### config.mk
export PLATFORM = sky130hd
export DESIGN_NAME = ind_autoinc_stage
export DESIGN_NICKNAME = d
export VERILOG_FILES = /design/src/rtl/ind_stage_pkg.sv /design/src/rtl/ind_gen_track.sv /design/src/rtl/ind_resolve.sv /design/src/rtl/ind_slot.sv /design/src/rtl/ind_autoinc_stage.sv
export SDC_FILE = /design/constraint.sdc
export NUM_CORES = 1
export LEC_CHECK = 0
export ABC_AREA = 1
export BUFFER_PORTS_ARGS = -buffer_cell sky130_fd_sc_hd__buf_2
export CAP_MARGIN = 10
export CORE_ASPECT_RATIO = 1.4
export CORE_UTILIZATION = 45
export CTS_BUF_LIST = sky130_fd_sc_hd__clkbuf_4
export DETAILED_ROUTE_END_ITERATION = 8
export PLACE_DENSITY_LB_ADDON = 0.12
export SLEW_MARGIN = 20
export SYNTH_ARGS = -nofsm -noshare
export SYNTH_HDL_FRONTEND = slang
export SYNTH_SLANG_ARGS = --single-unit
### constraint.sdc
create_clock -name clk_i -period 2 [get_ports clk_i]
set_input_delay 0.3 -clock clk_i [delete_from_list [all_inputs] [get_ports clk_i]]
set_output_delay 0.3 -clock clk_i [all_outputs]
set_load 0.03 [all_outputs]
### src/rtl/ind_stage_pkg.sv
package ind_stage_pkg;
  typedef enum logic [1:0] {
    ST_NONE = 2'd0,
    ST_INC  = 2'd1,
    ST_UNDO = 2'd2
  } st_src_e;
endpackage

### src/rtl/ind_gen_track.sv
module ind_gen_track #(
  parameter int GEN_W = 2
) (
  input  logic             clk_i,
  input  logic             rst_ni,
  input  logic             flush_i,
  input  logic             adopt_i,
  input  logic [GEN_W-1:0] core_gen_i,
  input  logic [GEN_W-1:0] head_gen_i,
  input  logic [GEN_W-1:0] slot_gen_i,
  output logic [GEN_W-1:0] stage_gen_o,
  output logic             head_live_o,
  output logic             slot_live_o
);
  logic [GEN_W-1:0] stage_gen_q;

  always_ff @(posedge clk_i or negedge rst_ni) begin
    if (!rst_ni)                  stage_gen_q <= '0;
    else if (flush_i || adopt_i)  stage_gen_q <= core_gen_i;
  end

  // equality only: tags may be Gray-coded upstream
  assign head_live_o = (head_gen_i == stage_gen_q) || (head_gen_i == core_gen_i);
  assign slot_live_o = (slot_gen_i == stage_gen_q) || (slot_gen_i == core_gen_i);
  assign stage_gen_o = stage_gen_q;
endmodule

### src/rtl/ind_resolve.sv
module ind_resolve #(
  parameter int WORD_W     = 12,
  parameter int FIELD_W    = 3,
  parameter int LINE_WORDS = 8,
  localparam int ADDR_W    = WORD_W + FIELD_W,
  localparam int LINE_W    = $clog2(LINE_WORDS)
) (
  input  logic              clk_i,
  input  logic              rst_ni,
  input  logic              valid_i,
  input  logic              live_i,
  input  logic              ind_i,
  input  logic              inc_i,
  input  logic [ADDR_W-1:0] addr_i,
  input  logic [FIELD_W-1:0] df_i,
  input  logic              hit_i,
  input  logic [WORD_W-1:0] ptr_i,
  input  logic              space_i,
  input  logic              st_free_i,
  input  logic              st_ready_i,
  input  logic              fill_ready_i,
  output logic              fill_valid_o,
  output logic [ADDR_W-LINE_W-1:0] fill_line_o,
  output logic              inc_req_o,
  output logic [WORD_W-1:0] new_ptr_o,
  output logic [ADDR_W-1:0] final_o,
  output logic              advance_o,
  output logic              consume_o
);
  logic              head_ok;
  logic              miss;
  logic              mem_ok;
  logic              fill_sent_q;
  logic [WORD_W-1:0] ptr_inc;

  assign head_ok = valid_i && live_i;
  assign ptr_inc = ptr_i + WORD_W'(1);
  assign new_ptr_o = inc_i ? ptr_inc : ptr_i;
  assign final_o = ind_i ? {df_i, new_ptr_o} : addr_i;

  assign miss         = head_ok && ind_i && !hit_i;
  assign fill_valid_o = miss && !fill_sent_q;
  assign fill_line_o  = addr_i[ADDR_W-1:LINE_W];

  assign inc_req_o = head_ok && ind_i && hit_i && inc_i && space_i && st_free_i;
  assign mem_ok    = !ind_i || (hit_i && (!inc_i || (st_free_i && st_ready_i)));
  assign advance_o = head_ok && space_i && mem_ok;
  assign consume_o = (valid_i && !live_i) || advance_o;

  // one fill per miss episode; rearmed when the head leaves
  always_ff @(posedge clk_i or negedge rst_ni) begin
    if (!rst_ni)                            fill_sent_q <= 1'b0;
    else if (consume_o)                     fill_sent_q <= 1'b0;
    else if (fill_valid_o && fill_ready_i)  fill_sent_q <= 1'b1;
  end
endmodule

### src/rtl/ind_slot.sv
module ind_slot #(
  parameter int ADDR_W = 15,
  parameter int GEN_W  = 2
) (
  input  logic              clk_i,
  input  logic              rst_ni,
  input  logic              load_i,
  input  logic [GEN_W-1:0]  gen_i,
  input  logic [ADDR_W-1:0] addr_i,
  input  logic [ADDR_W-1:0] init_i,
  input  logic              inc_i,
  input  logic              live_i,
  input  logic              out_ready_i,
  input  logic              undo_done_i,
  output logic [GEN_W-1:0]  gen_o,
  output logic [ADDR_W-1:0] addr_o,
  output logic [ADDR_W-1:0] init_o,
  output logic              inc_o,
  output logic              out_valid_o,
  output logic              out_fire_o,
  output logic              undo_req_o,
  output logic              space_o
);
  logic v_q;
  logic drop;

  assign out_valid_o = v_q && live_i;
  assign out_fire_o  = out_valid_o && out_ready_i;
  assign undo_req_o  = v_q && !live_i && inc_o;
  assign drop        = v_q && !live_i && !inc_o;
  assign space_o     = !v_q || out_fire_o;

  always_ff @(posedge clk_i or negedge rst_ni) begin
    if (!rst_ni) begin
      v_q    <= 1'b0;
      gen_o  <= '0;
      addr_o <= '0;
      init_o <= '0;
      inc_o  <= 1'b0;
    end else if (load_i) begin
      v_q    <= 1'b1;
      gen_o  <= gen_i;
      addr_o <= addr_i;
      init_o <= init_i;
      inc_o  <= inc_i;
    end else if (out_fire_o || undo_done_i || drop) begin
      v_q    <= 1'b0;
    end
  end
endmodule

### src/rtl/ind_autoinc_stage.sv
module ind_autoinc_stage
  import ind_stage_pkg::*;
#(
  parameter int WORD_W     = 12,
  parameter int FIELD_W    = 3,
  parameter int LINE_WORDS = 8,
  parameter int GEN_W      = 2,
  parameter int CNT_W      = 16,
  localparam int ADDR_W    = WORD_W + FIELD_W,
  localparam int LINE_W    = $clog2(LINE_WORDS)
) (
  input  logic                     clk_i,
  input  logic                     rst_ni,
  input  logic                     flush_i,
  input  logic [GEN_W-1:0]         core_gen_i,
  input  logic                     in_valid_i,
  output logic                     in_ready_o,
  input  logic [GEN_W-1:0]         in_gen_i,
  input  logic                     in_ind_i,
  input  logic                     in_inc_i,
  input  logic [ADDR_W-1:0]        in_addr_i,
  input  logic [FIELD_W-1:0]       in_df_i,
  output logic [ADDR_W-1:0]        dc_addr_o,
  input  logic                     dc_hit_i,
  input  logic [WORD_W-1:0]        dc_data_i,
  output logic                     fill_valid_o,
  input  logic                     fill_ready_i,
  output logic [ADDR_W-LINE_W-1:0] fill_line_o,
  output logic                     st_valid_o,
  input  logic                     st_ready_i,
  output logic [ADDR_W-1:0]        st_addr_o,
  output logic [WORD_W-1:0]        st_data_o,
  output logic [LINE_WORDS-1:0]    st_mask_o,
  output logic                     upd_valid_o,
  output logic [ADDR_W-1:0]        upd_addr_o,
  output logic [WORD_W-1:0]        upd_data_o,
  output logic                     out_valid_o,
  input  logic                     out_ready_i,
  output logic [GEN_W-1:0]         out_gen_o,
  output logic [ADDR_W-1:0]        out_addr_o,
  output logic                     out_inc_o,
  output logic [CNT_W-1:0]         store_cnt_o
);
  logic [GEN_W-1:0]  stage_gen;
  logic              head_live, slot_live;
  logic              adopt;
  logic              inc_req, advance, consume;
  logic [WORD_W-1:0] new_ptr;
  logic [ADDR_W-1:0] final_addr;
  logic [ADDR_W-1:0] slot_init;
  logic              out_fire, undo_req, undo_done, space;
  st_src_e           st_src;
  logic              st_fire;
  logic [CNT_W-1:0]  cnt_q;

  assign dc_addr_o = in_addr_i;
  assign adopt     = advance && (in_gen_i == core_gen_i);

  ind_gen_track #(.GEN_W(GEN_W)) u_gen (
    .clk_i       (clk_i),
    .rst_ni      (rst_ni),
    .flush_i     (flush_i),
    .adopt_i     (adopt),
    .core_gen_i  (core_gen_i),
    .head_gen_i  (in_gen_i),
    .slot_gen_i  (out_gen_o),
    .stage_gen_o (stage_gen),
    .head_live_o (head_live),
    .slot_live_o (slot_live)
  );

  ind_resolve #(.WORD_W(WORD_W), .FIELD_W(FIELD_W), .LINE_WORDS(LINE_WORDS)) u_res (
    .clk_i        (clk_i),
    .rst_ni       (rst_ni),
    .valid_i      (in_valid_i),
    .live_i       (head_live),
    .ind_i        (in_ind_i),
    .inc_i        (in_inc_i),
    .addr_i       (in_addr_i),
    .df_i         (in_df_i),
    .hit_i        (dc_hit_i),
    .ptr_i        (dc_data_i),
    .space_i      (space),
    .st_free_i    (!undo_req),
    .st_ready_i   (st_ready_i),
    .fill_ready_i (fill_ready_i),
    .fill_valid_o (fill_valid_o),
    .fill_line_o  (fill_line_o),
    .inc_req_o    (inc_req),
    .new_ptr_o    (new_ptr),
    .final_o      (final_addr),
    .advance_o    (advance),
    .consume_o    (consume)
  );

  ind_slot #(.ADDR_W(ADDR_W), .GEN_W(GEN_W)) u_slot (
    .clk_i       (clk_i),
    .rst_ni      (rst_ni),
    .load_i      (advance),
    .gen_i       (in_gen_i),
    .addr_i      (final_addr),
    .init_i      (in_addr_i),
    .inc_i       (in_ind_i && in_inc_i),
    .live_i      (slot_live),
    .out_ready_i (out_ready_i),
    .undo_done_i (undo_done),
    .gen_o       (out_gen_o),
    .addr_o      (out_addr_o),
    .init_o      (slot_init),
    .inc_o       (out_inc_o),
    .out_valid_o (out_valid_o),
    .out_fire_o  (out_fire),
    .undo_req_o  (undo_req),
    .space_o     (space)
  );

  assign in_ready_o = consume;

  // undo owns the store channel first: the slot cannot drain otherwise
  always_comb begin
    if (undo_req)     st_src = ST_UNDO;
    else if (inc_req) st_src = ST_INC;
    else              st_src = ST_NONE;
  end

  always_comb begin
    unique case (st_src)
      ST_UNDO: begin
        st_addr_o = slot_init;
        st_data_o = out_addr_o[WORD_W-1:0] - WORD_W'(1);
      end
      ST_INC: begin
        st_addr_o = in_addr_i;
        st_data_o = new_ptr;
      end
      default: begin
        st_addr_o = in_addr_i;
        st_data_o = new_ptr;
      end
    endcase
  end

  assign st_valid_o = (st_src != ST_NONE);
  assign st_fire    = st_valid_o && st_ready_i;
  assign undo_done  = (st_src == ST_UNDO) && st_ready_i;

  for (genvar g = 0; g < LINE_WORDS; g++) begin : g_mask
    assign st_mask_o[g] = (st_addr_o[LINE_W-1:0] == LINE_W'(g));
  end

  assign upd_valid_o = st_fire;
  assign upd_addr_o  = st_addr_o;
  assign upd_data_o  = st_data_o;

  always_ff @(posedge clk_i or negedge rst_ni) begin
    if (!rst_ni)                     cnt_q <= '0;
    else if (undo_done)              cnt_q <= cnt_q + CNT_W'(2);
    else if (out_fire && out_inc_o)  cnt_q <= cnt_q + CNT_W'(1);
  end
  assign store_cnt_o = cnt_q;
endmodule

==> impl_metrics.tcl, run 1 <==
set metrics [dict create \
    wl_mm 13.42 \
    clock_latency_ns 0.42 \
    synth_compound_area_share_pct 10.85 \
    hold_depth 3 \
    violations "negative setup slack" \
    cp_max_fo 5 \
    area_growth_pct 42.30 \
    worst_pin_slew_ns 0.4502 \
    ys_seq_elements 53 \
    place.gp.congestion 0.9451 \
    fin_crit_ns 2.359 \
    grt_max_degree 54 \
    slew_violations 0 \
    syn_avg_cell_area_sq_um 6.773 \
    clockBufferDepth 2 \
    synth_top_family_by_area "simple AND/OR/NAND/NOR gates" \
    vias_per_cell 5.058 \
    portBuffers 171 \
    muxShareOfSynthArea_pct 0 \
    numClockSinks 53 \
    rsz0062_at_grt "true" \
    h-tree-depth 2 \
    synth_cells 649 \
    cts_tree "done" \
    grt_use_total_pct 26.85 \
    drv_cap 0 \
    num-nets-final 853 \
    first_pass_iters 5 \
    hpwl_mm 9.619 \
    ant_nets 0 \
    skew_ns 0.01969 \
    synth_xor_xnor_area_share_pct 9.166 \
    drive_gt1_share_pct 42.18 \
    chipWidth_microns 85.53 \
    yosys.area_share.simple_pct 30.46 \
    relSlewSlack_pct 69.76 \
    r2r_end "u_slot.addr_o[7]$_DFFE_PN0P_" \
    start_util_pct 46.47 \
    cellPowerDensity_mw_per_mm2 1057 \
    grt_pass1_vias 4595 \
    num_antenna_cells 0 \
    path_clk_slew_ns 0.17 \
    globalRouteOverflowTotal 0 \
    synth_nets 697 \
    drt_drc_violations_left 0 \
    fin_ws_ns -0.3593 \
    fin_cells 916 \
    critPathArrivalTime_ns 2.06 \
    regToRegStartpoint "u_gen.stage_gen_o[0]$_DFFE_PN0P_" \
    num_vias 4633 \
    r2r_setup_slack_ns 0.09 \
    synth_adder_area_share_pct 1.139 \
    drt_iter0_drc 149 \
    syn_area_sq_mm 0.004395 \
    die_h_microns 118.9 \
    wl_per_cell_microns 14.66 \
    fin_util_pct 66.12 \
    final_hold_viol_count 0 \
    max_freq_mhz 423.9 \
    fp-row-count 42 \
    ys_seq_area_share_pct 30.17 \
    ys_warn_count 0 \
    p_leak_nw 3.268 \
    r2r_cells 12 \
    yosysUniqueCellTypes 33 \
    setup-violations-final 66 \
    hold_class "primary input to flop" \
    outcome "complete, but fails checks" \
    hp-start "fill_ready_i" \
    vdd_drop_max_mv 0.6130 \
    grt_pass1_wl_mm 21.62 \
    min_delay_worst_endpoint "u_res.fill_sent_q$_DFFE_PN0P_" \
    ctsRootBufferMaster "clkbuf_4" \
    worstSetupPathType "flop to primary output" \
    cts_made_buffers 5 \
    cp-start-kind "flop" \
    finalCritPeriodShare_pct 118.0 \
    ios 172 \
    place_inst 886 \
    core_sq_mm 0.009459 \
    required_ns 1.70 \
    fill_cells 829 \
    antenna_found_initial 0 \
    cp-end-kind "primary output" \
    die-area_sq_mm 0.01017 \
]
flip-flops by register name (all words and copies together) (netlist names):
| register | count |
|---|---|
| u_slot.addr_o | 15 |
| u_res.fill_sent_q | 1 |
| store_cnt_o | 16 |
| u_slot.init_o | 15 |
| u_gen.stage_gen_o | 2 |
| u_slot.gen_o | 2 |
| u_slot.v_q | 1 |
| u_slot.inc_o | 1 |
layout by cell type, fill, tap and decap left out, types with 4 or more instances in the layout:
cell type	count
buf_12	5
buf_2	106
buf_4	60
buf_6	45
clkbuf_4	6
dfrtp_1	45
dfrtp_2	8
inv_1	57
inv_2	7
inv_4	6
nand2_1	205
nand2_2	14
nand2_4	8
nand3_1	25
nand4_1	6
nor2_1	21
nor2_2	4
nor2_4	9
nor3_1	7
o21ai_0	16
o21ai_1	31
o21ai_2	11
o21ai_4	17
xnor2_1	5
xor2_1	37
worst max-delay path, stage by stage (launching register included):
cell	delay [ns]
dfrtp_1	0.46
inv_1	0.06
nand2_1	0.07
nand2_2	0.07
nand2_4	0.08
nand3b_4	0.13
or2_4	0.27
o21ai_4	0.11
nand2_2	0.12
nor2_2	0.13
buf_6	0.13
layout make-up:
type                    instances  area [sq um]  share of cell area (%)
clock buffers                   5         37.54                  0.6001
well taps                     110         137.6                   2.200
clock inverters                 3         20.02                  0.3201
multi-input cells             452          2770                   44.29
inverters                      73         305.3                   4.881
repair buffers                220          1648                   26.35
flip-flops and latches         53          1336                   21.36
cell usage after synthesis, drive strengths merged:
| cell type | n | area, sq um |
|---|---|---|
| ha | 4 | 50.05 |
| o31ai | 2 | 15.01 |
| xnor2 | 8 | 70.07 |
| dfrtp | 53 | 1326 |
| inv | 73 | 276.5 |
| or2 | 5 | 31.28 |
| clkbuf | 4 | 15.01 |
| xor2 | 38 | 332.8 |
| buf | 69 | 509.2 |
| a21oi | 5 | 28.78 |
| a2bb2oi | 1 | 8.760 |
| o211ai | 2 | 15.01 |
| nor3 | 13 | 80.08 |
| nand4 | 6 | 37.54 |
| nand2 | 227 | 872.1 |
| nand3 | 29 | 155.2 |
| nor2 | 34 | 142.6 |
| nand3b | 1 | 20.02 |
| o21ai | 75 | 409.1 |
repair_timing:
action	CTS	global route
gates cloned	2	1
gates resized for setup	126	46
buffers inserted	16	2
setup endpoints to repair	66	103
pin swaps	20	17
hold endpoints to repair	53	0
hold buffers	1	0
per-layer routing:
metal,wire length (microns),global-route usage (%)
met4,351,8.646
met1,4982,28.97
met3,518,3.188
met5,0,0
met2,7572,52.75
cell families after synthesis:
kind of cell | after synthesis
adder cells (fa/ha/maj) | 4
AND/OR/NAND/NOR | 315
flip-flops | 53
AO/OA/AOI/OAI | 85
buffers and inverters | 146
XOR/XNOR | 46
worst max path at each step:
stage	start	to	slack, ns	cells after the start
3_3_place_gp	core_gen_i[0]	upd_addr_o[8]	0.04	11
6_report	u_gen.stage_gen_o[1]$_DFFE_PN0P_	st_mask_o[4]	-0.36	10
2_1_floorplan	u_slot.addr_o[0]$_DFFE_PN0P_	upd_data_o[10]	-0.13	8
5_1_grt	u_gen.stage_gen_o[1]$_DFFE_PN0P_	st_mask_o[4]	-0.49	10
4_1_cts	u_slot.gen_o[0]$_DFFE_PN0P_	st_mask_o[7]	-0.36	9
3_5_place_dp	core_gen_i[0]	upd_addr_o[3]	-0.003	11
power breakdown:
part           internal (W)  total (W)  switching [W]
Combinational       0.00158    0.00420        0.00262
Sequential          0.00149    0.00187       0.000381
Clock              0.000138   0.000540       0.000402
Total               0.00321    0.00661        0.00340
metrics by stage:
| stage | setup TNS, ns | hold slack, ns | setup WS (ns) | total power [W] | instance area [sq um] |
|---|---|---|---|---|---|
| 6_report | -18.41 | 0.1109 | -0.3593 | 0.006612 | 6255 |
| 2_1_floorplan | -0.6830 | 0.004409 | -0.1279 | 0.004559 | 4735 |
| 4_1_cts | -18.74 | 0.1032 | -0.3556 | 0.006500 | 6073 |
| 3_3_place_gp | 0 | 0.3223 | 0.04288 | 0.005536 | 5421 |
| 3_5_place_dp | -0.005056 | 0.3238 | -0.002723 | 0.005598 | 5421 |
| 5_1_grt | -26.35 | 0.1102 | -0.4886 | 0.007054 | 6255 |
(Power assumes the default switching activity.)
==> inputs of run 2 (changes only) <==
- PLACE_DENSITY: default -> 0.79
- PLACE_DENSITY_LB_ADDON: 0.12 -> default
- SLEW_MARGIN: 20 -> 10
==> impl_metrics.tcl, run 2 (synthesized netlist as in run 1, its figures left out) <==
set metrics [dict create \
    globalRouteOverflowTotal 0 \
    final_cell_mix "nand2_1 (203), buf_2 (114), inv_1 (58)" \
    core_sq_mm 0.009459 \
    cp_max_fo 7 \
    place.gp.congestion 0.8959 \
    cp-end-kind "primary output" \
    vdd_drop_max_mv 0.6745 \
    fp-row-count 42 \
    max_freq_mhz 429.0 \
    finalCritPeriodShare_pct 116.6 \
    worstSetupPathType "flop to primary output" \
    vias_per_cell 5.174 \
    ctsRootBufferMaster "clkbuf_4" \
    clock_latency_ns 0.40 \
    violations "negative setup slack" \
    num-nets-final 849 \
    ios 172 \
    h-tree-depth 2 \
    grt_pass1_vias 4449 \
    cellPowerDensity_mw_per_mm2 1052 \
    cp_slowest_stage_delay_ns 0.46 \
    wl_mm 13.64 \
    fill_cells 825 \
    cp-start-kind "flop" \
    grt_pass1_wl_mm 21.24 \
    grt_use_total_pct 26.57 \
    path_common_cell "nand2_2" \
    skew_ns 0.01151 \
    fin_crit_ns 2.331 \
    required_ns 1.70 \
    chipWidth_microns 85.53 \
    slew_violations 0 \
    critPathArrivalTime_ns 2.03 \
    path_clk_slew_ns 0.18 \
    final_hold_viol_count 0 \
    antenna_found_initial 1 \
    start_util_pct 46.47 \
    die-area_sq_mm 0.01017 \
    tns_ns -17.47 \
    hold_class "primary input to flop" \
    wl_per_cell_microns 14.94 \
    relSlewSlack_pct 70.62 \
    drv_cap 0 \
    fin_area_sq_mm 0.006216 \
    drt_drc_violations_left 0 \
    setup-violations-final 66 \
    path_cells "inv_2 -> nand2_1 -> nand2_2 -> nand2_2 -> nand3b_4 -> or2_4 -> o21ai_4 -> inv_4 -> nand2_4 -> nor2_4 -> buf_6" \
    grt_max_degree 33 \
    hold_ws_ns 0.1526 \
    numClockSinks 53 \
    cts_made_buffers 5 \
    area_growth_pct 41.42 \
    fin_ws_ns -0.3312 \
    rsz0062_at_grt "true" \
    worst_pin_slew_ns 0.4407 \
    first_pass_iters 4 \
    largest_reg_flops 16 \
    drive_gt1_share_pct 42.39 \
    hpwl_mm 9.803 \
    final_common_cell "nand2_1" \
    crit_slowest_cell "dfrtp_2" \
    p_leak_nw 3.253 \
    portBuffers 171 \
    clockBufferDepth 2 \
    placed_area_sq_mm 0.005461 \
    drt_iter0_drc 154 \
    cp_num_buf_inv 3 \
    die_h_microns 118.9 \
    ant_nets 0 \
    outcome "complete, but fails checks" \
    num_vias 4724 \
    cp_top_family "simple AND/OR/NAND/NOR gates" \
    cts_tree "done" \
]
==> run 2: worst reg2reg max path: cells and delay by family, from the launching register on <==
family                 cells  cell delay (ns)
flip-flops                 1             0.46
AO/OA/AOI/OAI              1             0.09
AND/OR/NAND/NOR            8             0.65
buffers and inverters      6             0.67
==> run 2: timing repair <==
item	CTS	global route
hold endpoints to repair	53	0
gates cloned	1	1
setup endpoints to repair	66	69
buffers inserted	10	4
resized for setup	118	42
pin swaps	20	19
hold buffers	1	0
==> run 2: cell type report <==
type | instances | area, sq um | share of cell area [%]
diodes | 1 | 2.502 | 0.04026
multi-input cells | 450 | 2753 | 44.28
well taps | 110 | 137.6 | 2.214
repair buffers | 218 | 1625 | 26.15
clock inverters | 3 | 28.78 | 0.4630
inverters | 73 | 296.5 | 4.771
clock buffers | 5 | 37.54 | 0.6039
flip-flops and latches | 53 | 1335 | 21.48
==> run 2: power breakdown <==
| group | leakage (nW) | switching (W) | total [W] | internal (W) |
|---|---|---|---|---|
| logic | 2.57 | 0.00258 | 0.00406 | 0.00148 |
| clock network | 0.0377 | 0.000420 | 0.000574 | 0.000154 |
| registers | 0.644 | 0.000417 | 0.00191 | 0.00149 |
| total | 3.25 | 0.00341 | 0.00654 | 0.00313 |
==> run 2: per-layer routing <==
| layer | share of wire [%] | wire (microns) | vias to the layer above | GRT usage [%] |
|---|---|---|---|---|
| li1 | - | - | 2280 | - |
| met1 | 36 | 4861 | 2219 | 27.84 |
| met2 | 56 | 7618 | 196 | 52.00 |
| met3 | 5.7 | 773 | 29 | 3.950 |
| met4 | 2.8 | 388 | 0 | 9.792 |
| met5 | 0 | 0 | - | 0 |
==> run 2: metrics by stage <==
| stage | cells | worst slack, ns | utilization (%) | power [W] |
|---|---|---|---|---|
| 2_1_floorplan | 649 | -0.1279 | - | 0.004559 |
| 3_3_place_gp | 888 | 0.06898 | 57.74 | 0.005420 |
| 3_5_place_dp | 888 | 0.04322 | 57.74 | 0.005481 |
| 4_1_cts | 907 | -0.3462 | 63.69 | 0.006378 |
| 5_1_grt | 913 | -0.4627 | 65.71 | 0.006928 |
| 6_report | 913 | -0.3312 | 65.71 | 0.006538 |
==> run 2: path summary, 6_finish.rpt <==
| path | from | to | slack, ns | cells past startpoint |
|---|---|---|---|---|
| setup / recovery | u_slot.gen_o[1]$_DFFE_PN0P_ | st_mask_o[3] | -0.33 | 11 |
| hold / removal | core_gen_i[0] | u_gen.stage_gen_o[0]$_DFFE_PN0P_ | 0.15 | 3 |
| setup reg to reg | u_slot.gen_o[1]$_DFFE_PN0P_ | u_slot.addr_o[8]$_DFFE_PN0P_ | 0.04 | 15 |
| hold reg to reg | u_slot.addr_o[14]$_DFFE_PN0P_ | u_slot.addr_o[14]$_DFFE_PN0P_ | 0.50 | 2 |
| max in group asynchronous | rst_ni | u_slot.addr_o[0]$_DFFE_PN0P_ | 1.18 | 3 |
| min in group asynchronous | rst_ni | u_slot.gen_o[1]$_DFFE_PN0P_ | 0.20 | 2 |
